===== src/rtl/hsw_pkg.sv =====
package hsw_pkg;

    typedef enum logic [1:0] {
        ST_NORMAL = 2'd0,
        ST_LIMIT  = 2'd1,
        ST_TRIP   = 2'd2
    } lim_state_e;

    localparam int NUM_EVT    = 3;
    localparam int EVT_ILIM   = 0;
    localparam int EVT_PLIM   = 1;
    localparam int EVT_TRIP   = 2;

    // Trip level factors: 1.8x = 9/5, 3.6x = 18/5
    localparam int TRIP_DEN   = 5;
    localparam int TRIP_NUM   = 9;
    localparam int TRIP_GUARD = 5;   // extra bits for x18 with margin

endpackage


===== src/rtl/hsw_cfg_sel.sv =====
module hsw_cfg_sel #(
    parameter int IW = 12
) (
    input  logic [IW-1:0] strap_ilim,
    input  logic          strap_ratio_hi,
    input  logic          setup_ilim_ovr,
    input  logic [IW-1:0] setup_ilim,
    input  logic          setup_ratio_ovr,
    input  logic          setup_ratio_hi,
    output logic [IW-1:0] eff_ilim,
    output logic          eff_ratio_hi
);

    always_comb begin
        eff_ilim     = setup_ilim_ovr  ? setup_ilim     : strap_ilim;
        eff_ratio_hi = setup_ratio_ovr ? setup_ratio_hi : strap_ratio_hi;
    end

endmodule


===== src/rtl/hsw_compare.sv =====
module hsw_compare
    import hsw_pkg::*;
#(
    parameter int IW = 12,
    parameter int VW = 12
) (
    input  logic [IW-1:0]    i_meas,
    input  logic [VW-1:0]    v_ds,
    input  logic [IW-1:0]    eff_ilim,
    input  logic             eff_ratio_hi,
    input  logic [IW+VW-1:0] pwr_lim,
    output logic             ilim_hit,
    output logic             plim_hit,
    output logic             cb_hit
);

    localparam int XW = IW + TRIP_GUARD;
    localparam int PW = IW + VW;

    logic [XW-1:0] cur_scaled;
    logic [XW-1:0] lvl_low;
    logic [XW-1:0] lvl_sel;
    logic [PW-1:0] pwr_now;

    always_comb begin
        cur_scaled = XW'(i_meas) * XW'(TRIP_DEN);
        lvl_low    = XW'(eff_ilim) * XW'(TRIP_NUM);
        lvl_sel    = eff_ratio_hi ? (lvl_low << 1) : lvl_low;
        pwr_now    = PW'(i_meas) * PW'(v_ds);

        ilim_hit   = (i_meas >= eff_ilim);
        plim_hit   = (pwr_now >= pwr_lim);
        cb_hit     = (cur_scaled > lvl_sel);
    end

endmodule


===== src/rtl/hsw_trip_fsm.sv =====
module hsw_trip_fsm
    import hsw_pkg::*;
(
    input  logic clk,
    input  logic rst_n,
    input  logic smp_valid,
    input  logic ilim_hit,
    input  logic plim_hit,
    input  logic cb_hit,
    output logic limit_active,
    output logic gate_pulldown,
    output logic ilim_active,
    output logic plim_active
);

    lim_state_e state_q;
    lim_state_e state_n;

    always_comb begin
        state_n = state_q;
        unique case (state_q)
            ST_NORMAL, ST_LIMIT: begin
                if (cb_hit)
                    state_n = ST_TRIP;            // T_BREAK
                else if (ilim_hit || plim_hit)
                    state_n = ST_LIMIT;           // T_ENGAGE / stay
                else
                    state_n = ST_NORMAL;          // T_DISENGAGE / stay
            end
            ST_TRIP: begin
                if (!ilim_hit)
                    state_n = plim_hit ? ST_LIMIT // T_RELEASE_LIMIT
                                       : ST_NORMAL; // T_RELEASE_IDLE
                else
                    state_n = ST_TRIP;
            end
            default: state_n = ST_NORMAL;
        endcase
    end

    // State register
    always_ff @(posedge clk or negedge rst_n) begin
        if (!rst_n)
            state_q <= ST_NORMAL;
        else if (smp_valid)
            state_q <= state_n;
    end

    // Registered outputs, updated together with the state
    always_ff @(posedge clk or negedge rst_n) begin
        if (!rst_n) begin
            limit_active  <= 1'b0;
            gate_pulldown <= 1'b0;
            ilim_active   <= 1'b0;
            plim_active   <= 1'b0;
        end else if (smp_valid) begin
            limit_active  <= (state_n != ST_NORMAL);
            gate_pulldown <= (state_n == ST_TRIP);
            ilim_active   <= ilim_hit;
            plim_active   <= plim_hit;
        end
    end

endmodule


===== src/rtl/hsw_status.sv =====
module hsw_status #(
    parameter int NB = 3
) (
    input  logic          clk,
    input  logic          rst_n,
    input  logic [NB-1:0] set_vec,
    input  logic          clr,
    input  logic [NB-1:0] mask,
    output logic [NB-1:0] status,
    output logic          alert
);

    logic [NB-1:0] keep;

    always_comb keep = clr ? '0 : status;

    // Set takes priority over a simultaneous clear
    always_ff @(posedge clk or negedge rst_n) begin
        if (!rst_n)
            status <= '0;
        else
            status <= keep | set_vec;
    end

    always_comb alert = |(status & ~mask);

endmodule


===== src/rtl/hsw_limit_detect.sv =====
module hsw_limit_detect
    import hsw_pkg::*;
#(
    parameter int IW = 12,
    parameter int VW = 12
) (
    input  logic             clk,
    input  logic             rst_n,
    input  logic             smp_valid,
    input  logic [IW-1:0]    i_meas,
    input  logic [VW-1:0]    v_ds,
    input  logic [IW-1:0]    strap_ilim,
    input  logic             strap_ratio_hi,
    input  logic             setup_ilim_ovr,
    input  logic [IW-1:0]    setup_ilim,
    input  logic             setup_ratio_ovr,
    input  logic             setup_ratio_hi,
    input  logic [IW+VW-1:0] pwr_lim,
    input  logic [2:0]       alert_mask,
    input  logic             status_clr,
    output logic             limit_active,
    output logic             gate_pulldown,
    output logic             ilim_active,
    output logic             plim_active,
    output logic [2:0]       status,
    output logic             alert
);

    logic [IW-1:0]      eff_ilim;
    logic               eff_ratio_hi;
    logic               ilim_hit;
    logic               plim_hit;
    logic               cb_hit;
    logic [NUM_EVT-1:0] evt_set;

    hsw_cfg_sel #(.IW(IW)) u_cfg (
        .strap_ilim     (strap_ilim),
        .strap_ratio_hi (strap_ratio_hi),
        .setup_ilim_ovr (setup_ilim_ovr),
        .setup_ilim     (setup_ilim),
        .setup_ratio_ovr(setup_ratio_ovr),
        .setup_ratio_hi (setup_ratio_hi),
        .eff_ilim       (eff_ilim),
        .eff_ratio_hi   (eff_ratio_hi)
    );

    hsw_compare #(.IW(IW), .VW(VW)) u_cmp (
        .i_meas      (i_meas),
        .v_ds        (v_ds),
        .eff_ilim    (eff_ilim),
        .eff_ratio_hi(eff_ratio_hi),
        .pwr_lim     (pwr_lim),
        .ilim_hit    (ilim_hit),
        .plim_hit    (plim_hit),
        .cb_hit      (cb_hit)
    );

    hsw_trip_fsm u_fsm (
        .clk          (clk),
        .rst_n        (rst_n),
        .smp_valid    (smp_valid),
        .ilim_hit     (ilim_hit),
        .plim_hit     (plim_hit),
        .cb_hit       (cb_hit),
        .limit_active (limit_active),
        .gate_pulldown(gate_pulldown),
        .ilim_active  (ilim_active),
        .plim_active  (plim_active)
    );

    always_comb begin
        evt_set           = '0;
        evt_set[EVT_ILIM] = smp_valid & ilim_hit;
        evt_set[EVT_PLIM] = smp_valid & plim_hit;
        evt_set[EVT_TRIP] = smp_valid & cb_hit;
    end

    hsw_status #(.NB(NUM_EVT)) u_stat (
        .clk    (clk),
        .rst_n  (rst_n),
        .set_vec(evt_set),
        .clr    (status_clr),
        .mask   (alert_mask),
        .status (status),
        .alert  (alert)
    );

endmodule


===== config.mk =====
export PLATFORM = sky130hd
export DESIGN_NAME = hsw_limit_detect
export DESIGN_NICKNAME = d
export VERILOG_FILES = /design/src/rtl/hsw_pkg.sv /design/src/rtl/hsw_cfg_sel.sv /design/src/rtl/hsw_compare.sv /design/src/rtl/hsw_trip_fsm.sv /design/src/rtl/hsw_status.sv /design/src/rtl/hsw_limit_detect.sv
export SDC_FILE = /design/constraint.sdc
export NUM_CORES = 1
export LEC_CHECK = 0
export ABC_AREA = 0
export BUFFER_PORTS_ARGS = -buffer_cell sky130_fd_sc_hd__buf_2
export CORE_UTILIZATION = 56
export DETAILED_ROUTE_END_ITERATION = 8
export HOLD_SLACK_MARGIN = 0.12
export PLACE_DENSITY_LB_ADDON = 0.05
export SLEW_MARGIN = 30
export SYNTH_ARGS = -nofsm -noshare
export SYNTH_HDL_FRONTEND = slang
export SYNTH_SLANG_ARGS = --single-unit

===== constraint.sdc =====
create_clock -name clk -period 0.89 [get_ports clk]
set_input_delay 0.089 -clock clk [delete_from_list [all_inputs] [get_ports clk]]
set_output_delay 0.089 -clock clk [all_outputs]
set_load 0.03 [all_outputs]

==> metrics.csv, run 1 <==
metric;value;unit
status;complete, but fails checks;
violations;setup timing;
cts_inserted_buffers;3;
path_max_fanout;12;
cts_buffer_depth;2;
final_hold_viol_count;0;
synthesis.nets;1261;
netlist-cell-type-count;58;
synth-xor-area-share;0.0367;
clk_latency;0.24;ns
drc;0;
maxSlewViolCount;0;
place_ws;-5.36;ns
gr-usage-all-layers;0.284;
period_share;6.49;
ant_nets;0;
finalSetupTns;-30.41;ns
fin_skew;0.000931;ns
overflow;0;
period_minus_slack;5.77;ns
placed_area;0.00973;mm2
fp.dieH;119;um
async_flop_share;1.00;
peakVddDrop;4.31;mV
slew_headroom;0.723;
ys_seq_elements;9;
wl_per_cell;15.3;um
yosysSeqAreaShare;0.0295;
critical_path_class;primary input to register;
timing.critical_path.to_type;register;
syn_area;0.00765;mm2
drv_cap;0;
synth_top_area_cell;fa_1;
synth.avg_cell_area;8.27;um2
antenna_found_initial;1;
place_hpwl;16500;um
clock.fmax;0.173;GHz
critPathLaunchType;primary input;
cts_tree;yes;
rsz0062_at_grt;true;
ys_warn_count;0;
synth-simple-area-share;0.156;
drtIter0Drc;453;
port_buffers;90;
worst_ep_arrival_time;5.88;ns
die-width;119;um
floorplan.rows;42;
synth_fa_ha_area_frac;0.514;
synth_flop_cell;dfrtp_1;
powerDensity;3020;mW/mm2
synth_edf_count;0;
grt_pass1_wl;32700;um
viasPerCell;5.34;
synth_area_leaders;fa_1 (27%), ha_1 (25%), inv_1 (9.2%);
routed_wl;20600;um
drive_gt1_frac;0.352;
critical_path_required;0.99;ns
setup_viol;10;
stdcell_area;0.0107;mm2
gp_congestion;0.909;
area_delta_synth_final;39.4;%
synthMuxAreaShare;0.0286;
worst_pin_slew;0.415;ns
final_util;0.802;
cellLeakagePower;5.69;nW
design.core.area;0.0133;mm2
synth_top_family_by_area;adder cells;
start_util;0.575;
die_area;0.0141;mm2
synth_compound_area_frac;0.128;
ios;91;
setup_ws;-4.88;ns
synth_top_area_share;0.267;
clkTransAtPathRegs;0.04;ns
nNetsFinal;1509;
clock-sinks;9;
num_vias;7197;
grt_pass1_vias;7249;
syn_inst;925;
cts_max_level;1;
dr.pass1.iters;5;
cts-root-buf;clkbuf_16;
hp-class;primary input to register;
grt_max_degree;14;
path summary, 6_finish.rpt:
| path | from | end | slack, ns | cells after the start |
|---|---|---|---|---|
| setup / recovery | v_ds[4] | u_fsm.state_q[0] | -4.88 | 25 |
| hold / removal | smp_valid | u_fsm.ilim_active | 0.24 | 3 |
| setup reg to reg | u_fsm.state_q[0] | u_fsm.state_q[0] | -0.30 | 4 |
| hold reg to reg | u_fsm.ilim_active | u_fsm.ilim_active | 0.51 | 2 |
| max in group asynchronous | rst_n | u_stat.status[1] | 0.41 | 2 |
| min in group asynchronous | rst_n | u_fsm.limit_active | 0.29 | 2 |
flip-flops by register name (all words and copies together) (netlist names):
signal	cells
u_stat.status	3
u_fsm.limit_active	1
u_fsm.state_q	2
u_fsm.plim_active	1
u_fsm.gate_pulldown	1
u_fsm.ilim_active	1
critical path: stages:
cell and delay [ns]:
buf_6 0.14, nand2_1 0.10, fa_1 0.48, fa_1 0.51
inv_1 0.06, fa_1 0.50, fa_1 0.51, inv_1 0.06
fa_1 0.49, inv_2 0.04, ha_4 0.21, a21o_1 0.22
a21o_1 0.20, a21oi_2 0.17, o21ai_4 0.09, a21oi_2 0.17
xnor2_2 0.09, ha_1 0.31, a21o_1 0.16, a211o_1 0.31
a2111oi_4 0.23, o211a_1 0.25, o31ai_4 0.10, o211ai_1 0.27
a21oi_1 0.12
report_power, final:
part	total (mW)	internal, mW	switching, mW
combinational	30.7	15.8	14.9
clock	0.807	0.594	0.213
sequential	0.658	0.560	0.0983
placed cells by master, fill, tap and decap left out, types with 18 or more instances in the layout:
cell type,Yosys,final
buf_4,0,183
buf_2,0,63
and2_1,65,51
inv_2,2,19
a21oi_1,37,28
ha_4,0,19
nand2_1,108,102
xnor2_1,25,19
inv_1,187,170
buf_6,0,18
nor2_1,31,27
fa_1,102,95
ha_1,151,129
kinds of logic (layout without fill, tap and decap cells):
kind of cell,Yosys count,in the layout
fa+ha+maj,253,253
compound gates,147,147
mux,20,20
flops,9,9
xor+xnor,32,32
buf+inv,217,464
other cells,0,1
simple gates,247,247
area by class of cell:
class | instances | area, um2
Tap cell | 176 | 220
Clock buffer | 3 | 75.1
Inverter | 189 | 709
Antenna cell | 1 | 2.50
Sequential cell | 9 | 229
Timing Repair Buffer | 271 | 2020
Multi-Input combinational cell | 699 | 7390
Clock inverter | 1 | 5.00
Fill cell | 900 | 2640
layer usage:
| layer | share of wire | routed length (um) | global-route usage | vias to the layer above |
|---|---|---|---|---|
| li1 | - | - | - | 3498 |
| met1 | 0.42 | 8690 | 0.372 | 3465 |
| met2 | 0.51 | 10600 | 0.518 | 206 |
| met3 | 0.045 | 936 | 0.0206 | 28 |
| met4 | 0.018 | 365 | 0.0491 | 0 |
| met5 | 0 | 0 | 0 | - |
cell usage after synthesis (3+ instances only):
cell type  instances
o2111ai_1          3
nand2b_1           5
a21boi_1           3
dfrtp_1            9
ha_1             151
inv_1            187
a211oi_1           9
nand4_1            4
nor2_1            31
clkbuf_1          27
xor2_1             7
nor2b_1            5
o21a_1             9
a211o_1            3
o21ai_0           14
mux2i_1           16
nand3_1            5
o211ai_1           5
and2_1            65
a31oi_1            3
o31ai_1            4
a21o_1            16
nor3_1             8
and3_1             5
a21oi_1           37
fa_1             102
xnor2_1           25
o22ai_1            3
o21ai_1           18
nand2_1          108
stage by stage:
stage                     hold WS [ns]  total power, mW  instances
after detailed placement       -0.0524             28.2       1328
after floorplan                 -0.207             19.8        925
final                            0.242             32.2       1349
after global routing             0.246             35.7       1349
after CTS                        0.221             31.2       1344
after global placement         -0.0564             27.7       1328
repair_timing:
action	4_1_cts	5_1_grt
gates resized for setup	109	58
setup endpoints to repair	12	15
cloned	1	0
hold endpoints to repair	12	0
setup buffers	9	7
hold buffers	2	0
pin swaps	57	33
(Power assumes the default switching activity.)
==> run 2: changes to the inputs <==
- CORE_UTILIZATION: 56 -> 35
==> run 2 against run 1 <==
Against the previous run: hold slack improved by 0.0048 ns; combinational power barely moved; largest power group unchanged; sequential share of layout area hardly changed; the flow still finishes with violations (setup timing); register-to-register slack gained 0.09 ns; first-iteration DRC count fell by 72%; critical path type unchanged; via count down 4.4%; setup slack better by 0.044 ns.
==> metrics.csv, run 2 (synthesis gave the netlist of run 1 again) <==
metric;value;unit;change
fin_skew;0.000700;ns;-0.000231 ns
routed_wl;20100;um;-2.5%
slew_headroom;0.653;;-0.0699
critical_path_class;primary input to register;;
drv_cap;0;;unchanged
path_max_fanout;6;;-6
place_hpwl;17400;um;+5.5%
clock-sinks;9;;unchanged
design.core.area;0.0212;mm2;+60%
cts_tree;yes;;
clkTransAtPathRegs;0.04;ns;about the same
gp_congestion;0.786;;-13%
drc;0;;unchanged
drive_gt1_frac;0.351;;-0.00171
diodes;0;;-1
rsz0062_at_grt;true;;
busiest_layer;met2;;
stdcell_area;0.0108;mm2;+1.6%
critical_path_required;0.99;ns;about the same
die_area;0.0224;mm2;+59%
antenna_found_initial;0;;-1
dr.pass1.iters;4;;-1
top_register;u_stat.status;;
largestRegisters;u_stat.status: 3 flops, u_fsm.state_q: 2 flops;;
start_util;0.360;;-0.215
cellLeakagePower;5.67;nW;-0.41%
worst_ep_arrival_time;5.83;ns;-0.05 ns
grt_pass1_wl;32900;um;+0.78%
p_clk_frac;0.024;;about the same
power.internal;17.0;mW;+0.24%
placed_area;0.00984;mm2;+1.2%
ios;91;;unchanged
setup_viol;11;;+1
grt_pass1_vias;6869;;-5.2%
port_buffers;90;;unchanged
floorplan.rows;53;;+26%
p_comb_frac;0.955;;about the same
viasPerCell;4.75;;-11%
clock.fmax;0.175;GHz;+0.76%
grtUsageMet1;0.259;;-0.113
drtIter0Drc;128;;-72%
peakVddDrop;2.56;mV;-40%
pwr-share-seq;0.021;;about the same
powerDensity;2980;mW/mm2;-1.3%
grt_max_degree;18;;+4
status;complete, but fails checks;;
hp-class;primary input to asynchronous set/reset pin;;
place_ws;-5.45;ns;-0.0949 ns
area_delta_synth_final;41.6;%;
netSwitchingFraction;0.473;;about the same
period_minus_slack;5.73;ns;-0.0435 ns
timing.critical_path.to_type;register;;
grt_util_met3;0.00457;;-0.0160
period_share;6.44;;-0.0489
cts-root-buf;clkbuf_16;;
maxSlewViolCount;0;;unchanged
cts_buffer_depth;2;;unchanged
num_vias;6878;;-4.4%
cts_inserted_buffers;3;;unchanged
nNetsFinal;1509;;unchanged
die-width;150;um;+26%
violations;setup timing;;
worst_pin_slew;0.520;ns;+0.105 ns
setup_ws;-4.84;ns;+0.0435 ns
clk_latency;0.23;ns;about the same
gr-usage-all-layers;0.183;;-0.101
p_sw;15.3;mW;+0.41%
final_hold_viol_count;0;;unchanged
critPathLaunchType;primary input;;
overflow;0;;unchanged
final_common_cell;inv_1;;
fp.dieH;150;um;+26%
largest_reg_flops;3;;unchanged
most-common-layout-cells;inv_1 (174), buf_4 (167), ha_1 (128), nand2_1 (97), fa_1 (94);;
cts_max_level;1;;unchanged
wl_per_cell;13.9;um;-9.1%
met2_usage;0.322;;-0.196
ant_nets;0;;unchanged
## run 2: changes by cell type in the layout (fill, tap and decap cells not counted), sizes merged
| cell | delta |
|---|---|
| diode | -1 |
| buf | -3 |
| clkinv | -1 |
| clkbuf | +3 |
| bufbuf | -1 |
| dlygate4sd3 | +2 |
## run 2: through the flow
| stage | cells | utilization | setup TNS [ns] | hold slack, ns | total power [mW] |
|---|---|---|---|---|---|
| 2_1_floorplan | 925 | - | -27.51 | -0.207 | 19.8 |
| 3_3_place_gp | 1424 | 0.464 | -33.72 | -0.0473 | 28.0 |
| 3_5_place_dp | 1424 | 0.464 | -34.43 | -0.0454 | 27.9 |
| 4_1_cts | 1440 | 0.490 | -30.00 | 0.238 | 30.8 |
| 5_1_grt | 1447 | 0.510 | -31.68 | 0.258 | 35.9 |
| 6_report | 1447 | 0.510 | -30.01 | 0.247 | 32.3 |
## run 2: final cells by class
type,count,area [um2]
Fill cell,2114,10400
Multi-Input combinational cell,699,7400
Timing Repair Buffer,271,2070
Inverter,189,709
Tap cell,275,344
Sequential cell,9,229
Clock buffer,4,78.8
## run 2: what timing repair did
item	4_1_cts	5_1_grt
endpoints found under the hold margin	13	0
setup endpoints to repair	13	15
pin swaps	32	60
cloned	0	0
resized for setup	81	86
hold buffers	4	0
buffers inserted	10	7
## run 2: power by group through the flow
stage / clock network [mW] / registers (mW) / logic [mW]
after global routing: 0.816 / 0.687 / 34.4
after CTS: 0.784 / 0.657 / 29.4
after floorplan: 0 / 0.832 / 19.0
after global placement: 0 / 0.651 / 27.3
final: 0.778 / 0.678 / 30.8
after detailed placement: 0 / 0.652 / 27.3
## run 2: metal layers
layer	up-vias	routed length, um
li1	3493	-
met1	3314	9760
met2	65	9890
met3	6	299
met4	0	128
met5	-	0
## run 2: path summary, 6_finish.rpt
| kind | from | end | slack (ns) | cells after the start |
|---|---|---|---|---|
| max in group asynchronous | rst_n | u_stat.status[1] | 0.44 | 2 |
| min | rst_n | u_fsm.ilim_active | 0.25 | 2 |
| min reg2reg | u_fsm.plim_active | u_fsm.plim_active | 0.51 | 2 |
| max reg2reg | u_fsm.state_q[0] | u_fsm.limit_active | -0.21 | 4 |
| min in group clk | smp_valid | u_fsm.state_q[1] | 0.25 | 3 |
| max | i_meas[4] | u_fsm.limit_active | -4.84 | 25 |
## run 2: worst max-delay path, stage by stage
cell	delay (ns)
buf_12	0.12
buf_12	0.12
and2_4	0.13
fa_1	0.55
fa_1	0.43
fa_1	0.48
fa_1	0.49
inv_1	0.05
fa_1	0.49
inv_2	0.04
ha_4	0.23
a21o_4	0.23
a21o_1	0.19
a21oi_2	0.12
o21ai_2	0.09
a21oi_2	0.14
xnor2_1	0.08
ha_1	0.32
a21o_1	0.19
a211o_1	0.31
a2111oi_4	0.22
o211a_1	0.26
o31ai_4	0.13
o211ai_1	0.23
a31oi_1	0.11
